<file path="src/rtl/lnrx_pkg.sv">
package lnrx_pkg;

    localparam int RX_DW    = 8;
    localparam int RX_OVS   = 16;
    localparam int RX_SYNC  = 2;
    localparam int RX_MODE_W = 2;
    localparam logic [RX_MODE_W-1:0] RX_MODE_PLAIN = 2'b00;

    typedef enum logic [2:0] {
        ST_IDLE,
        ST_START,
        ST_DATA,
        ST_BRK,
        ST_HIGH
    } rx_state_t;

    typedef struct packed {
        logic             stop_pt;
        logic             stop_hi;
        logic             brk;
        logic [RX_DW-1:0] data;
    } rx_evt_t;

    function automatic logic mode_is_plain(input logic [RX_MODE_W-1:0] m);
        return m == RX_MODE_PLAIN;
    endfunction

endpackage

</file>
<file path="src/rtl/lnrx_sync.sv">
module lnrx_sync #(
    parameter int STAGES = lnrx_pkg::RX_SYNC
) (
    input  logic clk,
    input  logic rst,
    input  logic d,
    output logic q
);
    logic [STAGES-1:0] chain;

    genvar g;
    generate
        for (g = 0; g < STAGES; g++) begin : g_stage
            always_ff @(posedge clk) begin
                if (rst) begin
                    chain[g] <= 1'b1;
                end else if (g == 0) begin
                    chain[g] <= d;
                end else begin
                    chain[g] <= chain[(g == 0) ? 0 : g-1];
                end
            end
        end
    endgenerate

    assign q = chain[STAGES-1];
endmodule

</file>
<file path="src/rtl/lnrx_frame.sv">
module lnrx_frame
    import lnrx_pkg::*;
#(
    parameter int OVS = RX_OVS
) (
    input  logic    clk,
    input  logic    rst,
    input  logic    tick,
    input  logic    lin,
    input  logic    wait_i,
    output rx_evt_t evt
);
    localparam int PH_W = $clog2(OVS);
    localparam int BI_W = $clog2(RX_DW + 1);
    localparam logic [PH_W-1:0] PH_MID  = PH_W'(OVS/2 - 1);
    localparam logic [PH_W-1:0] PH_LAST = PH_W'(OVS - 1);
    localparam logic [BI_W-1:0] BI_STOP = BI_W'(RX_DW);

    rx_state_t        st_q, st_d;
    logic [PH_W-1:0]  ph_q, ph_d;
    logic [BI_W-1:0]  bi_q, bi_d;
    logic [RX_DW-1:0] sh_q, sh_d;
    logic             allz_q, allz_d;

    always_comb begin
        st_d   = st_q;
        ph_d   = ph_q;
        bi_d   = bi_q;
        sh_d   = sh_q;
        allz_d = allz_q;
        evt    = '0;
        evt.data = sh_q;
        if (tick) begin
            unique case (st_q)
                ST_IDLE: begin
                    if (!lin) begin
                        st_d = ST_START;
                        ph_d = '0;
                    end
                end
                ST_START: begin
                    if (ph_q == PH_MID) begin
                        if (lin) begin
                            st_d = ST_IDLE;
                        end else begin
                            st_d   = ST_DATA;
                            ph_d   = '0;
                            bi_d   = '0;
                            allz_d = 1'b1;
                        end
                    end else begin
                        ph_d = ph_q + 1'b1;
                    end
                end
                ST_DATA: begin
                    if (ph_q == PH_LAST) begin
                        ph_d = '0;
                        if (bi_q != BI_STOP) begin
                            sh_d   = {lin, sh_q[RX_DW-1:1]};
                            allz_d = allz_q & ~lin;
                            bi_d   = bi_q + 1'b1;
                        end else begin
                            evt.stop_pt = 1'b1;
                            evt.stop_hi = lin;
                            if (wait_i && allz_q && !lin) begin
                                st_d = ST_BRK;
                            end else if (lin) begin
                                st_d = ST_IDLE;
                            end else begin
                                st_d = ST_HIGH;
                            end
                        end
                    end else begin
                        ph_d = ph_q + 1'b1;
                    end
                end
                ST_BRK: begin
                    if (ph_q == PH_LAST) begin
                        if (!lin) begin
                            evt.brk = 1'b1;
                            st_d    = ST_HIGH;
                        end else begin
                            st_d = ST_IDLE;
                        end
                    end else begin
                        ph_d = ph_q + 1'b1;
                    end
                end
                ST_HIGH: begin
                    if (lin) st_d = ST_IDLE;
                end
                default: st_d = ST_IDLE;
            endcase
        end
    end

    always_ff @(posedge clk) begin
        if (rst) begin
            st_q   <= ST_IDLE;
            ph_q   <= '0;
            bi_q   <= '0;
            sh_q   <= '0;
            allz_q <= 1'b0;
        end else begin
            st_q   <= st_d;
            ph_q   <= ph_d;
            bi_q   <= bi_d;
            sh_q   <= sh_d;
            allz_q <= allz_d;
        end
    end
endmodule

</file>
<file path="src/rtl/lnrx_status.sv">
module lnrx_status
    import lnrx_pkg::*;
(
    input  logic                 clk,
    input  logic                 rst,
    input  rx_evt_t              evt,
    input  logic [RX_MODE_W-1:0] mode,
    input  logic                 wait_set,
    input  logic                 rd_ack,
    input  logic                 err_clr,
    output logic [RX_DW-1:0]     rx_data,
    output logic                 rx_full,
    output logic                 rx_done,
    output logic                 err_irq,
    output logic                 fe_flag,
    output logic                 ove_flag,
    output logic                 brk_wait,
    output logic                 brk_ok
);
    logic take, ovr, frm, store;

    always_comb begin
        take  = evt.stop_pt && !brk_wait;
        ovr   = take && rx_full && !rd_ack;
        frm   = take && !evt.stop_hi;
        store = take && !ovr;
    end

    always_ff @(posedge clk) begin
        if (rst) begin
            rx_data  <= '0;
            rx_full  <= 1'b0;
            rx_done  <= 1'b0;
            err_irq  <= 1'b0;
            fe_flag  <= 1'b0;
            ove_flag <= 1'b0;
            brk_wait <= 1'b0;
            brk_ok   <= 1'b0;
        end else begin
            rx_done <= store;
            err_irq <= frm | ovr;
            if (store) rx_data <= evt.data;

            if (store)       rx_full <= 1'b1;
            else if (rd_ack) rx_full <= 1'b0;

            if (frm)          fe_flag <= 1'b1;
            else if (err_clr) fe_flag <= 1'b0;

            if (ovr)          ove_flag <= 1'b1;
            else if (err_clr) ove_flag <= 1'b0;

            if (wait_set)     brk_wait <= 1'b1;
            else if (evt.brk) brk_wait <= 1'b0;

            if (evt.brk && !mode_is_plain(mode)) brk_ok <= 1'b1;
            else if (wait_set)                   brk_ok <= 1'b0;
        end
    end
endmodule

</file>
<file path="src/rtl/lnrx_top.sv">
module lnrx_top
    import lnrx_pkg::*;
(
    input  logic                 clk,
    input  logic                 rst,
    input  logic                 rxd,
    input  logic                 sample_en,
    input  logic [RX_MODE_W-1:0] mode,
    input  logic                 wait_set,
    input  logic                 rd_ack,
    input  logic                 err_clr,
    output logic [RX_DW-1:0]     rx_data,
    output logic                 rx_full,
    output logic                 rx_done,
    output logic                 err_irq,
    output logic                 fe_flag,
    output logic                 ove_flag,
    output logic                 brk_wait,
    output logic                 brk_ok
);
    logic    lin;
    rx_evt_t evt;

    lnrx_sync #(.STAGES(RX_SYNC)) u_sync (
        .clk (clk),
        .rst (rst),
        .d   (rxd),
        .q   (lin)
    );

    lnrx_frame #(.OVS(RX_OVS)) u_frame (
        .clk    (clk),
        .rst    (rst),
        .tick   (sample_en),
        .lin    (lin),
        .wait_i (brk_wait),
        .evt    (evt)
    );

    lnrx_status u_status (
        .clk      (clk),
        .rst      (rst),
        .evt      (evt),
        .mode     (mode),
        .wait_set (wait_set),
        .rd_ack   (rd_ack),
        .err_clr  (err_clr),
        .rx_data  (rx_data),
        .rx_full  (rx_full),
        .rx_done  (rx_done),
        .err_irq  (err_irq),
        .fe_flag  (fe_flag),
        .ove_flag (ove_flag),
        .brk_wait (brk_wait),
        .brk_ok   (brk_ok)
    );
endmodule

</file>
<file path="config.mk">
export PLATFORM = sky130hd
export DESIGN_NAME = lnrx_top
export DESIGN_NICKNAME = d
export VERILOG_FILES = /design/src/rtl/lnrx_pkg.sv /design/src/rtl/lnrx_sync.sv /design/src/rtl/lnrx_frame.sv /design/src/rtl/lnrx_status.sv /design/src/rtl/lnrx_top.sv
export SDC_FILE = /design/constraint.sdc
export NUM_CORES = 1
export LEC_CHECK = 0
export BUFFER_PORTS_ARGS = -buffer_cell sky130_fd_sc_hd__buf_2
export CAP_MARGIN = 25
export CORE_MARGIN = 2
export CORE_UTILIZATION = 40
export CTS_BUF_LIST = sky130_fd_sc_hd__clkbuf_2
export CTS_CLUSTER_DIAMETER = 40
export DETAILED_ROUTE_END_ITERATION = 6
export MAX_ROUTING_LAYER = met4
export PLACE_DENSITY = 0.7
export SYNTH_ARGS = -nofsm -noshare
export SYNTH_HDL_FRONTEND = slang
export SYNTH_SLANG_ARGS = --single-unit
</file>
<file path="constraint.sdc">
create_clock -name clk -period 4.7 [get_ports clk]
set_input_delay 0.235 -clock clk [delete_from_list [all_inputs] [get_ports clk]]
set_output_delay 0.235 -clock clk [all_outputs]
set_load 0.1 [all_outputs]
</file>
==> metrics.log, run 1 <==
INFO  metric placeable_core_area = slightly above 4000 um2
INFO  metric clkTransAtPathRegs = around 0.19 ns
INFO  metric io_buffers = 23
INFO  metric crit_type = reg -> reg
INFO  metric drt_iter0_drc = between 100 and 150
INFO  metric total_negative_setup_slacks = 0 ns
INFO  metric synth-async-reset-ratio = 0
INFO  metric post_cts_setup_buffer_count = 0
INFO  metric post_synth_num_cell_types = 47
INFO  metric tritoncts_num_sinks = 37
INFO  metric irDropWorstVdd = ~190 uV
INFO  metric critical_path_required = 5.01 ns
INFO  metric top_flip_flop_cell_by_instance_count_after_synthesis = sky130_fd_sc_hd__dfxtp_1
INFO  metric detail_route.wl_per_cell = between 10 and 15 um
INFO  metric hold_violations = 0
INFO  metric outcome = completed
INFO  metric synthesis.yosys.warnings = 0
INFO  metric die-height = around 70 um
INFO  metric netlist_area = about 1700 um2
INFO  metric site_rows = 23
INFO  metric drv.max_cap_violation_count = 0
INFO  metric start_kind = flop
INFO  metric worstSkewPairLatency = about 0.39 ns
INFO  metric critPathArrivalTime = approximately 2.5 ns
INFO  metric final_max_slew_viol_count = 0
INFO  metric worst_clock_skew = 0.0133 ns
INFO  metric global_route_track_usage_on_met2 = 0.235
INFO  metric number_of_filler_instances_in_the_final_layout = ~410
INFO  metric rsz_0062_raised_after_global_routing = false
INFO  metric nets = ~220
INFO  metric final_layout_size_suffix_gt1_frac = 0.199
INFO  metric cts_htree_levels = 2
INFO  metric global_route.overflow_total = 0
INFO  metric die_width = approximately 70 um
INFO  metric cts_tree = yes
INFO  metric setup_viol = 0
INFO  metric synth-seq-area-share = 0.426
INFO  metric yosys_register_bits = 37
INFO  metric clock.fmax = approximately 0.46 GHz
INFO  metric drc = 0
INFO  metric gr-usage-met3 = 0.0433
INFO  metric root_driver = sky130_fd_sc_hd__clkbuf_2
INFO  metric most_frequent_standard_cell_in_the_layout_excluding_fill_and_tap_cells = sky130_fd_sc_hd__dfxtp_1
INFO  metric met1_usage = 0.194
INFO  metric final.period_utilization = 0.459
INFO  metric detailedRoute.firstPassIterationCount = 4
INFO  metric gp_routability_congestion = ~0.83
INFO  metric reg2reg_from = u_frame.st_q[1]
INFO  metric slew_headroom = 0.578
INFO  metric wl = between 3000 and 4000 um
INFO  metric mean_number_of_vias_per_cell = roughly 5.3
INFO  metric slowest_cp_cell = sky130_fd_sc_hd__dfxtp_1
INFO  metric power.density = 294 nW/um2
INFO  metric drt_antenna_net_count = 0
INFO  metric tritoncts.num_buffers = 5
INFO  metric worst-path-buf-inv = 0
INFO  metric power.static_leakage = approximately 0.77 nW
INFO  metric grt_pass1_vias = around 1300
INFO  metric grt_start_max_net_pins = 37
INFO  metric synth_enable_flop_cells = 0
INFO  metric initial_utilization = 0.426
INFO  metric globalRouteTotalUtil = 0.154
INFO  metric path_delay_family = simple AND/OR/NAND/NOR gates
INFO  metric synthesis.instances = about 190
INFO  metric max_slew.worst_pin.slew = about 0.63 ns
INFO  metric detailed_placer_s_ending_hpwl = roughly 2300 um
INFO  metric postSynthNetCount = between 150 and 200
INFO  metric insertedDiodeCount = 0
INFO  metric crit_chain = or3b_4, nor3_4, a41oi_1, a311oi_1
INFO  metric final_period_minus_worst_setup_slack = between 2 and 2.5 ns
INFO  metric avgSynthCellArea = a little over 9 um2
INFO  metric grt_pass1_wl = 5980 um
INFO  metric layout-area-overhead-vs-synth = 9.71%
INFO  metric top_level_ports = 24
INFO  metric vias = 1368
INFO  metric fp.dieArea = around 5000 um2
INFO  metric critPathLaunch = u_frame.st_q[1]
INFO  metric grt-busiest-layer = met2
INFO  metric timing.hold.ws = between 0.06 and 0.07 ns
INFO  metric type_of_destination_of_the_critical_path = flop
INFO  metric min_path_type = in -> reg
INFO  metric start_point_of_the_worst_min_delay_path = wait_set
INFO  metric crit_fanout = 14
INFO  metric most_frequent_cells_in_the_layout = sky130_fd_sc_hd__dfxtp_1 (37), sky130_fd_sc_hd__nor2_1 (23), sky130_fd_sc_hd__buf_2 (23)
INFO  metric grt_antenna_before_repair = 0
INFO  metric cp_slowest_stage_delay = approximately 0.63 ns
INFO  metric clock_path_buffers = 2
[worst register-to-register path, delay by kind of cell (launching register included)]
family,cells,cell delay [ns]
compound gates,2,0.45
flops,1,0.63
simple gates,2,1.00
[per-layer routing]
layer	part of all wire	wire length [um]
met2	0.45	1540
met5	0	0
met1	0.50	1680
met3	0.031	104
met4	0.017	57
[state kept, by name, indices dropped and copies added, names as in the netlist]
register / cells
u_sync.q: 1
u_status.fe_flag: 1
u_status.rx_data: 8
u_status.rx_full: 1
u_status.ove_flag: 1
u_frame.sh_q: 8
u_sync.chain: 1
u_frame.allz_q: 1
u_frame.st_q: 3
u_status.brk_ok: 1
u_status.brk_wait: 1
u_frame.ph_q: 4
u_frame.bi_q: 4
u_status.err_irq: 1
u_status.rx_done: 1
[power by group]
group          leakage [nW]  total (mW)  internal [mW]  switching (mW)
registers             0.299       0.337          0.321          0.0163
clock network        0.0287       0.142         0.0347           0.108
logic                 0.437      0.0813         0.0342          0.0471
[metrics by stage]
step | power, mW | util | setup slack, ns | std cells | cell area (um2)
after floorplan | 0.407 | - | 2.78 | 186 | 1740
after global placement | 0.423 | 0.454 | 2.63 | 247 | 1860
after detailed placement | 0.424 | 0.454 | 2.59 | 247 | 1860
after CTS | 0.566 | 0.465 | 2.54 | 255 | 1900
after global routing | 0.595 | 0.467 | 2.36 | 256 | 1910
final | 0.561 | 0.467 | 2.54 | 256 | 1910
[area by class of cell]
type | count | area (um2) | area share
Multi-Input combinational cell | 130 | 912 | 0.478
Sequential cell | 37 | 741 | 0.388
Timing Repair Buffer | 24 | 125 | 0.0655
Tap cell | 50 | 62.6 | 0.0328
Inverter | 7 | 26.3 | 0.0138
Clock buffer | 5 | 25.0 | 0.0131
Clock inverter | 3 | 17.5 | 0.00917
[path summary, 6_finish.rpt]
| path | endpoint | slack [ns] | cells after the start |
|---|---|---|---|
| worst min register to register | u_sync.q | 0.43 | 1 |
| worst min-delay path | u_status.brk_wait | 0.07 | 3 |
| worst max register to register | u_frame.bi_q[3] | 2.54 | 4 |
| worst max-delay path | u_frame.bi_q[3] | 2.54 | 4 |
[cell usage after synthesis, drive strengths merged, types with 4 or more instances]
cell type,instances,area share
dfxtp,37,0.43
nor2,23,0.050
mux2i,15,0.086
a21oi,12,0.035
clkbuf,9,0.019
inv,7,0.015
nand2b,6,0.022
nand3,6,0.017
o21ai,5,0.014
a211oi,4,0.017
nand2,4,0.0086
o211ai,4,0.017
[cells by family (layout without fill, tap and decap cells)]
kind of cell	count (synthesis)	in the layout	share of synthesized area
and+or+nand+nor	65	65	0.214
AOI/OAI and AO/OA	43	43	0.179
DFF	37	37	0.426
buffers and inverters	19	39	0.0503
muxes	16	16	0.0949
adders and majority gates	3	3	0.0216
xor gates and xnor gates	3	3	0.0151
[timing repair]
item / in CTS / in global routing
hold buffers: 0 / 1
gates resized for setup: 0 / 0
hold endpoints to repair: 0 / 1
Power figures use the tool's default switching activity.
==> run 2, diff against run 1 <==
ABC_AREA = 1   (was unset)
clock period = 2 ns   (was 4.7 ns; I/O delays follow)
==> run 2 against run 1 <==
  * Cell area grew 8.7%
  * Clock power grew to 4.4 times the previous value
  * Sequential cell count unchanged
  * Sequential share of layout area fell by 3.1 points
  * Register-to-register slack got worse by 2.3 ns
  * Clock-buffer cell count stayed put
  * Hold slack got worse by 0.044 ns
  * Setup slack worse by 2.3 ns
  * Largest power group unchanged
  * Clock skew rose by 0.0035 ns
==> metrics.log, run 2 <==
INFO  metric grt_pass1_vias = approximately 1500
INFO  metric outcome = completed
INFO  metric drc = 0
INFO  metric gp_routability_congestion = about 0.86
INFO  metric die_width = ~71 um
INFO  metric start_kind = flop
INFO  metric synth_enable_flop_cells = 0
INFO  metric synth.largest_area_cell = sky130_fd_sc_hd__dfxtp_1
INFO  metric io_buffers = 23
INFO  metric most_frequent_cells_in_the_layout = sky130_fd_sc_hd__nand2_1 (63), sky130_fd_sc_hd__nor2_1 (60), sky130_fd_sc_hd__dfxtp_1 (37)
INFO  metric number_of_filler_instances_in_the_final_layout = roughly 440
INFO  metric power.share.switching = 0.362
INFO  metric synthesis.yosys.warnings = 0
INFO  metric netlist_area = about 1800 um2
INFO  metric avgSynthCellArea = approximately 6.8 um2
INFO  metric stdcell_count = 345
INFO  metric globalRouteTotalUtil = 0.167
INFO  metric die-height = about 70 um
INFO  metric proportion_of_power_drawn_by_combinational_gates = 0.288
INFO  metric clock.fmax = about 0.58 GHz
INFO  metric grt_pass1_wl = approximately 6500 um
INFO  metric r2r_setup_slack = ~0.28 ns
INFO  metric nets = slightly above 300
INFO  metric critPathLaunch = u_frame.ph_q[0]
INFO  metric irDropWorstVdd = around 470 uV
INFO  metric power_report.internal_total = roughly 1.3 mW
INFO  metric most_frequent_standard_cell_in_the_layout_excluding_fill_and_tap_cells = sky130_fd_sc_hd__nand2_1
INFO  metric crit_fanout = 17
INFO  metric layout-area-overhead-vs-synth = 16.4%
INFO  metric synthDominantCellAreaShare = 0.416
INFO  metric final_max_slew_viol_count = 0
INFO  metric hold_violations = 0
INFO  metric start_point_of_the_worst_min_delay_path = err_clr
INFO  metric final_period_minus_worst_setup_slack = approximately 1.7 ns
INFO  metric site_rows = 24
INFO  metric drt_iter0_drc = 161
INFO  metric critPathArrivalTime = between 2 and 2.5 ns
INFO  metric critical_path_required = ~2.4 ns
INFO  metric slew_headroom = 0.523
INFO  metric library_cell_with_the_highest_instance_count_after_synthesis = sky130_fd_sc_hd__nand2_1
INFO  metric root_driver = sky130_fd_sc_hd__clkbuf_2
INFO  metric power.total = roughly 2.1 mW
INFO  metric global_route.overflow_total = 0
INFO  metric fp.dieArea = 5000 um2
INFO  metric power.density = 1010 nW/um2
INFO  metric registers_with_the_most_flip_flops = u_frame.sh_q (8), u_status.rx_data (8)
INFO  metric timing.hold.ws = approximately 0.022 ns
INFO  metric clock_path_buffers = 2
INFO  metric postCtsResizedCells = 0
INFO  metric netlist_top_cells_count = sky130_fd_sc_hd__nand2_1 (63), sky130_fd_sc_hd__nor2_1 (60), sky130_fd_sc_hd__dfxtp_1 (37)
INFO  metric met1_usage = 0.200
INFO  metric worstSkewPairLatency = around 0.40 ns
INFO  metric initial_utilization = 0.412
INFO  metric post_synth_num_cell_types = 28
INFO  metric r2r_cells = 7
INFO  metric yosys_register_bits = 37
INFO  metric detail_route.wl_per_cell = around 11 um
INFO  metric setup_viol = 0
INFO  metric tritoncts.num_buffers = 5
INFO  metric reg2reg_from = u_frame.ph_q[0]
INFO  metric grt-busiest-layer = met2
INFO  metric max_slew.worst_pin.slew = 0.715 ns
INFO  metric final_layout_size_suffix_gt1_frac = 0.150
INFO  metric mean_number_of_vias_per_cell = just under 5
INFO  metric gr-usage-met3 = 0.0456
INFO  metric top_flip_flop_cell_by_instance_count_after_synthesis = sky130_fd_sc_hd__dfxtp_1
INFO  metric grt_start_max_net_pins = 25
INFO  metric detailed_placer_s_ending_hpwl = between 2000 and 3000 um
INFO  metric p_seq_frac = 0.415
INFO  metric crit_type = reg -> reg
INFO  metric critical_path.reg2reg.endpoint = u_status.rx_data[4]
INFO  metric postSynthNetCount = approximately 270
INFO  metric total_negative_setup_slacks = 0 ns
INFO  metric synth.area.top_cells = sky130_fd_sc_hd__dfxtp_1 (42%), sky130_fd_sc_hd__nand2_1 (13%), sky130_fd_sc_hd__nor2_1 (13%)
INFO  metric vias = 1670
INFO  metric min_path_type = in -> reg
INFO  metric placeable_core_area = ~4300 um2
INFO  metric synth-seq-area-share = 0.416
INFO  metric crit_path_end = u_status.rx_data[4]
INFO  metric tritoncts_num_sinks = 37
INFO  metric power.net_switching = approximately 760 uW
INFO  metric detailedRoute.firstPassIterationCount = 4
INFO  metric placedCellCount = 332
INFO  metric top_level_ports = 24
INFO  metric grt_antenna_before_repair = 0
INFO  metric type_of_destination_of_the_critical_path = flop
INFO  metric clock_power_share = 0.296
INFO  metric cts_htree_levels = 2
INFO  metric drv.max_cap_violation_count = 0
INFO  metric synthesis.instances = about 260
INFO  metric clkTransAtPathRegs = 0.20 ns
INFO  metric worst_clock_skew = 0.0167 ns
INFO  metric synth-async-reset-ratio = 0
INFO  metric layout.core_utilization = 0.480
INFO  metric power.static_leakage = around 1 nW
INFO  metric global_route_track_usage_on_met2 = 0.269
INFO  metric wl = roughly 3800 um
INFO  metric cts_tree = yes
INFO  metric final.period_utilization = 0.859
INFO  metric rsz_0062_raised_after_global_routing = false
INFO  metric insertedDiodeCount = 0
INFO  metric drt_antenna_net_count = 0
[run 2: cell count changes after synthesis, moves of 3 or more]
cell	previous run	this run
sky130_fd_sc_hd__clkbuf_1	9	2
sky130_fd_sc_hd__mux2i_1	15	0
sky130_fd_sc_hd__nand2b_1	6	0
sky130_fd_sc_hd__nand3_1	6	19
sky130_fd_sc_hd__inv_1	7	24
sky130_fd_sc_hd__nand2_1	4	63
sky130_fd_sc_hd__o21ai_0	5	12
sky130_fd_sc_hd__nor2_1	23	60
sky130_fd_sc_hd__o211ai_1	4	1
sky130_fd_sc_hd__a211oi_1	4	0
sky130_fd_sc_hd__xnor2_1	3	0
[run 2: how the worst min path moves through the flow]
stage                              to  slack (ns)  depth (start not counted)
finish              u_status.ove_flag        0.02                          3
global route         u_status.fe_flag       0.005                          3
CTS                   u_frame.st_q[2]        0.01                          2
detailed placement    u_sync.chain[0]        0.29                          2
global placement      u_sync.chain[0]        0.29                          2
floorplan             u_sync.chain[0]        0.20                          1
[run 2: through the flow]
stage	worst slack [ns]	cell area, um2
6_report	0.282	2070
4_1_cts	0.255	2060
3_3_place_gp	0.316	1930
5_1_grt	0.0731	2070
3_5_place_dp	0.297	1930
2_1_floorplan	0.253	1780
[run 2: what timing repair did]
item | CTS | global route
setup buffers | 0 | 0
endpoints found under the hold margin | 3 | 1
hold buffers | 4 | 1
[run 2: metal layers]
metal | up-vias | wire [um]
met1 | 740 | 1830
met3 | 7 | 165
li1 | 892 | -
met2 | 31 | 1720
met4 | 0 | 64
met5 | - | 0
[run 2: power by group through the flow]
| stage | Sequential, mW | Clock, mW | Combinational, mW |
|---|---|---|---|
| 6_report | 0.871 | 0.622 | 0.605 |
| 5_1_grt | 0.880 | 0.663 | 0.702 |
| 4_1_cts | 0.870 | 0.631 | 0.598 |
| 3_3_place_gp | 0.887 | 0 | 0.590 |
| 3_5_place_dp | 0.884 | 0 | 0.591 |
| 2_1_floorplan | 0.857 | 0 | 0.503 |
[run 2: cell type report]
class                           instances  area, um2  area share
Timing Repair Buffer                   28        165      0.0796
Clock buffer                            5       25.0      0.0121
Tap cell                               52       65.1      0.0314
Multi-Input combinational cell        194        912       0.440
Sequential cell                        37        741       0.357
Clock inverter                          3       68.8      0.0332
Inverter                               26       97.6      0.0470
[run 2: kinds of logic (layout without fill, tap and decap cells)]
logic type      after synthesis  in the layout  synth area share
compound gates               31             31            0.0976
fa+ha+maj                     3              3            0.0211
buf+inv                      31             62            0.0723
xor+xnor                      1              1           0.00492
flops                        37             37             0.416
simple gates                159            159             0.388
[run 2: critical path, cell delays in order, from the launching register on]
cell,delay [ns]
sky130_fd_sc_hd__dfxtp_1,0.42
sky130_fd_sc_hd__ha_1,0.22
sky130_fd_sc_hd__nand3_1,0.17
sky130_fd_sc_hd__nor2_1,0.30
sky130_fd_sc_hd__nand4_4,0.28
sky130_fd_sc_hd__nand2_1,0.13
sky130_fd_sc_hd__nand2_1,0.05
sky130_fd_sc_hd__nor2_1,0.10
==> run 3, diff against run 2 <==
CORE_ASPECT_RATIO = 1.2   (was unset)
CTS_BUF_LIST = unset   (was sky130_fd_sc_hd__clkbuf_2)
==> run 3 against run 2 <==
  * Clock power down 4.2%
  * Global-route usage up 1.0 points
  * Hold slack better by 0.045 ns
  * Sequential share of layout area up 0.28 points
  * Core utilization up 0.32 points
  * Clock-buffer cell count up 2
  * Final cell count up 0.29%
  * Largest power group unchanged
==> metrics.log, run 3 (synthesized netlist as in run 2, its figures left out) <==
INFO  metric r2r_cells = 7
INFO  metric mean_number_of_vias_per_cell = roughly 4.9
INFO  metric final_layout_size_suffix_gt1_frac = 0.155
INFO  metric proportion_of_power_drawn_by_combinational_gates = 0.290
INFO  metric power.net_switching = ~760 uW
INFO  metric grt_antenna_before_repair = 0
INFO  metric io_buffers = 23
INFO  metric critPathArrivalTime = 1.96 ns
INFO  metric ff_latch_area = 741 um2
INFO  metric hold_end = u_status.brk_wait
INFO  metric fp.dieArea = between 5000 and 6000 um2
INFO  metric max_slew.worst_pin.slew = 0.658 ns
INFO  metric detail_route.wl_per_cell = between 10 and 15 um
INFO  metric grt_start_max_net_pins = 24
INFO  metric final.period_utilization = 0.866
INFO  metric crit_chain = ha_1, nand3_1, nor2_1, nand4_4, nand2_1, nand2_1, nor2_1
INFO  metric top_level_ports = 24
INFO  metric min_path_type = in -> reg
INFO  metric drc = 0
INFO  metric initial_utilization = 0.418
INFO  metric clkTransAtPathRegs = around 0.080 ns
INFO  metric p_seq_frac = 0.422
INFO  metric multi_input_area = 912 um2
INFO  metric detailedRoute.firstPassIterationCount = 4
INFO  metric tritoncts_num_sinks = 37
INFO  metric critical_path.reg2reg.endpoint = u_status.rx_data[6]
INFO  metric globalRouteTotalUtil = 0.177
INFO  metric power.share.switching = 0.367
INFO  metric registers_with_the_most_flip_flops = u_frame.sh_q (8), u_status.rx_data (8)
INFO  metric reg2reg_from = u_frame.ph_q[0]
INFO  metric cp_slowest_stage_delay = 0.38 ns
INFO  metric hold_violations = 0
INFO  metric irDropWorstVdd = 599 uV
INFO  metric type_of_destination_of_the_critical_path = flop
INFO  metric clock_path_buffers = 2
INFO  metric die-height = roughly 77 um
INFO  metric nets = between 300 and 400
INFO  metric site_rows = 26
INFO  metric start_point_of_the_worst_min_delay_path = wait_set
INFO  metric most_frequent_cells_in_the_layout = sky130_fd_sc_hd__nand2_1 (63), sky130_fd_sc_hd__nor2_1 (60), sky130_fd_sc_hd__dfxtp_1 (37)
INFO  metric min_path_cells = 3
INFO  metric r2r_setup_slack = 0.27 ns
INFO  metric root_driver = sky130_fd_sc_hd__clkbuf_8
INFO  metric crit_type = reg -> reg
INFO  metric detailed_placer_s_ending_hpwl = between 2000 and 3000 um
INFO  metric rsz_0062_raised_after_global_routing = false
INFO  metric final_period_minus_worst_setup_slack = about 1.7 ns
INFO  metric postCtsResizedCells = 0
INFO  metric drv.max_cap_violation_count = 0
INFO  metric tritoncts.num_buffers = 5
INFO  metric number_of_filler_instances_in_the_final_layout = ~440
INFO  metric outcome = completed
INFO  metric worst_clock_skew = about 0.0075 ns
INFO  metric worst-path-buf-inv = 0
INFO  metric crit_fanout = 17
INFO  metric clock.fmax = 0.577 GHz
INFO  metric power.static_leakage = slightly below 1 nW
INFO  metric wl = between 3000 and 4000 um
INFO  metric start_kind = flop
INFO  metric layout-area-overhead-vs-synth = 15.5%
INFO  metric power_report.internal_total = ~1.3 mW
INFO  metric vias = 1703
INFO  metric most_frequent_standard_cell_in_the_layout_excluding_fill_and_tap_cells = sky130_fd_sc_hd__nand2_1
INFO  metric global_route.overflow_total = 0
INFO  metric total_negative_setup_slacks = 0 ns
INFO  metric placeable_core_area = ~4300 um2
INFO  metric grt_pass1_wl = 7010 um
INFO  metric gp_routability_congestion = about 0.9
INFO  metric cts_tree = yes
INFO  metric placedCellCount = ~340
INFO  metric stdcell_count = 346
INFO  metric worstSkewPairLatency = a little under 0.3 ns
INFO  metric power.density = 1010 nW/um2
INFO  metric drt_iter0_drc = 67
INFO  metric grt_pass1_vias = about 1700
INFO  metric insertedDiodeCount = 0
INFO  metric slowest_cp_cell = sky130_fd_sc_hd__dfxtp_1
INFO  metric critical_path_required = roughly 2.2 ns
INFO  metric cts_htree_levels = 2
INFO  metric die_width = between 60 and 70 um
INFO  metric path_delay_family = simple AND/OR/NAND/NOR gates
INFO  metric slew_headroom = 0.561
INFO  metric final_max_slew_viol_count = 0
INFO  metric drt_antenna_net_count = 0
INFO  metric setup_viol = 0
INFO  metric clock_power_share = 0.288
[run 3: changes by cell type in the layout (fill, tap and decap cells not counted), sizes merged]
cell	delta
clkbuf	+2
dlygate4sd3	-4
buf	+1
bufinv	-2
[run 3: area by class of cell]
cell class / count / area share
Timing Repair Buffer: 25 / 0.0644
Multi-Input combinational cell: 194 / 0.443
Clock inverter: 1 / 0.00426
Sequential cell: 37 / 0.360
Tap cell: 56 / 0.0340
Inverter: 26 / 0.0474
Clock buffer: 7 / 0.0468
[run 3: routing by layer]
metal  routed length, um  track usage  vias to the layer above
li1                    -            -                      884
met1                1640        0.209                      771
met2                1930        0.301                       44
met3                 202       0.0425                        4
met4                  23       0.0404                        0
met5                   0            -                        -
[run 3: metrics by stage]
step / total power [mW] / hold slack [ns] / cell area (um2) / setup slack (ns) / util
after floorplan: 1.36 / 0.204 / 1780 / 0.253 / -
after global placement: 1.48 / 0.283 / 1940 / 0.358 / 0.456
after detailed placement: 1.48 / 0.289 / 1940 / 0.291 / 0.456
after CTS: 2.08 / 0.0639 / 2060 / 0.278 / 0.483
after global routing: 2.22 / 0.100 / 2060 / 0.0729 / 0.483
final: 2.07 / 0.0663 / 2060 / 0.267 / 0.483
[run 3: tightest hold or removal path, delay by kind of cell]
kind / cells / cell delay (ns)
buffers and inverters: 2 / 0.15
AOI/OAI and AO/OA: 1 / 0.06
[run 3: how the worst max path moves through the flow]
stage	startpoint	end	slack, ns	cells past startpoint
CTS	u_frame.ph_q[0]	u_status.rx_data[6]	0.28	7
finish	u_frame.ph_q[0]	u_status.rx_data[6]	0.27	7
global route	u_frame.ph_q[0]	u_frame.sh_q[3]	0.07	6
floorplan	u_status.rx_full	u_status.rx_data[7]	0.25	6
detailed placement	u_frame.ph_q[0]	u_status.rx_data[6]	0.29	7
global placement	u_frame.ph_q[0]	u_status.rx_data[7]	0.36	6
[run 3: repair_timing]
item,CTS,global route
endpoints found under the hold margin,1,0
buffers inserted,0,0
hold buffers,1,0
[run 3: power groups by stage]
stage | clock (mW) | sequential, mW | combinational, mW
final | 0.596 | 0.874 | 0.600
after global routing | 0.634 | 0.883 | 0.699
after CTS | 0.609 | 0.873 | 0.599
after detailed placement | 0 | 0.890 | 0.595
after global placement | 0 | 0.888 | 0.592
after floorplan | 0 | 0.857 | 0.503
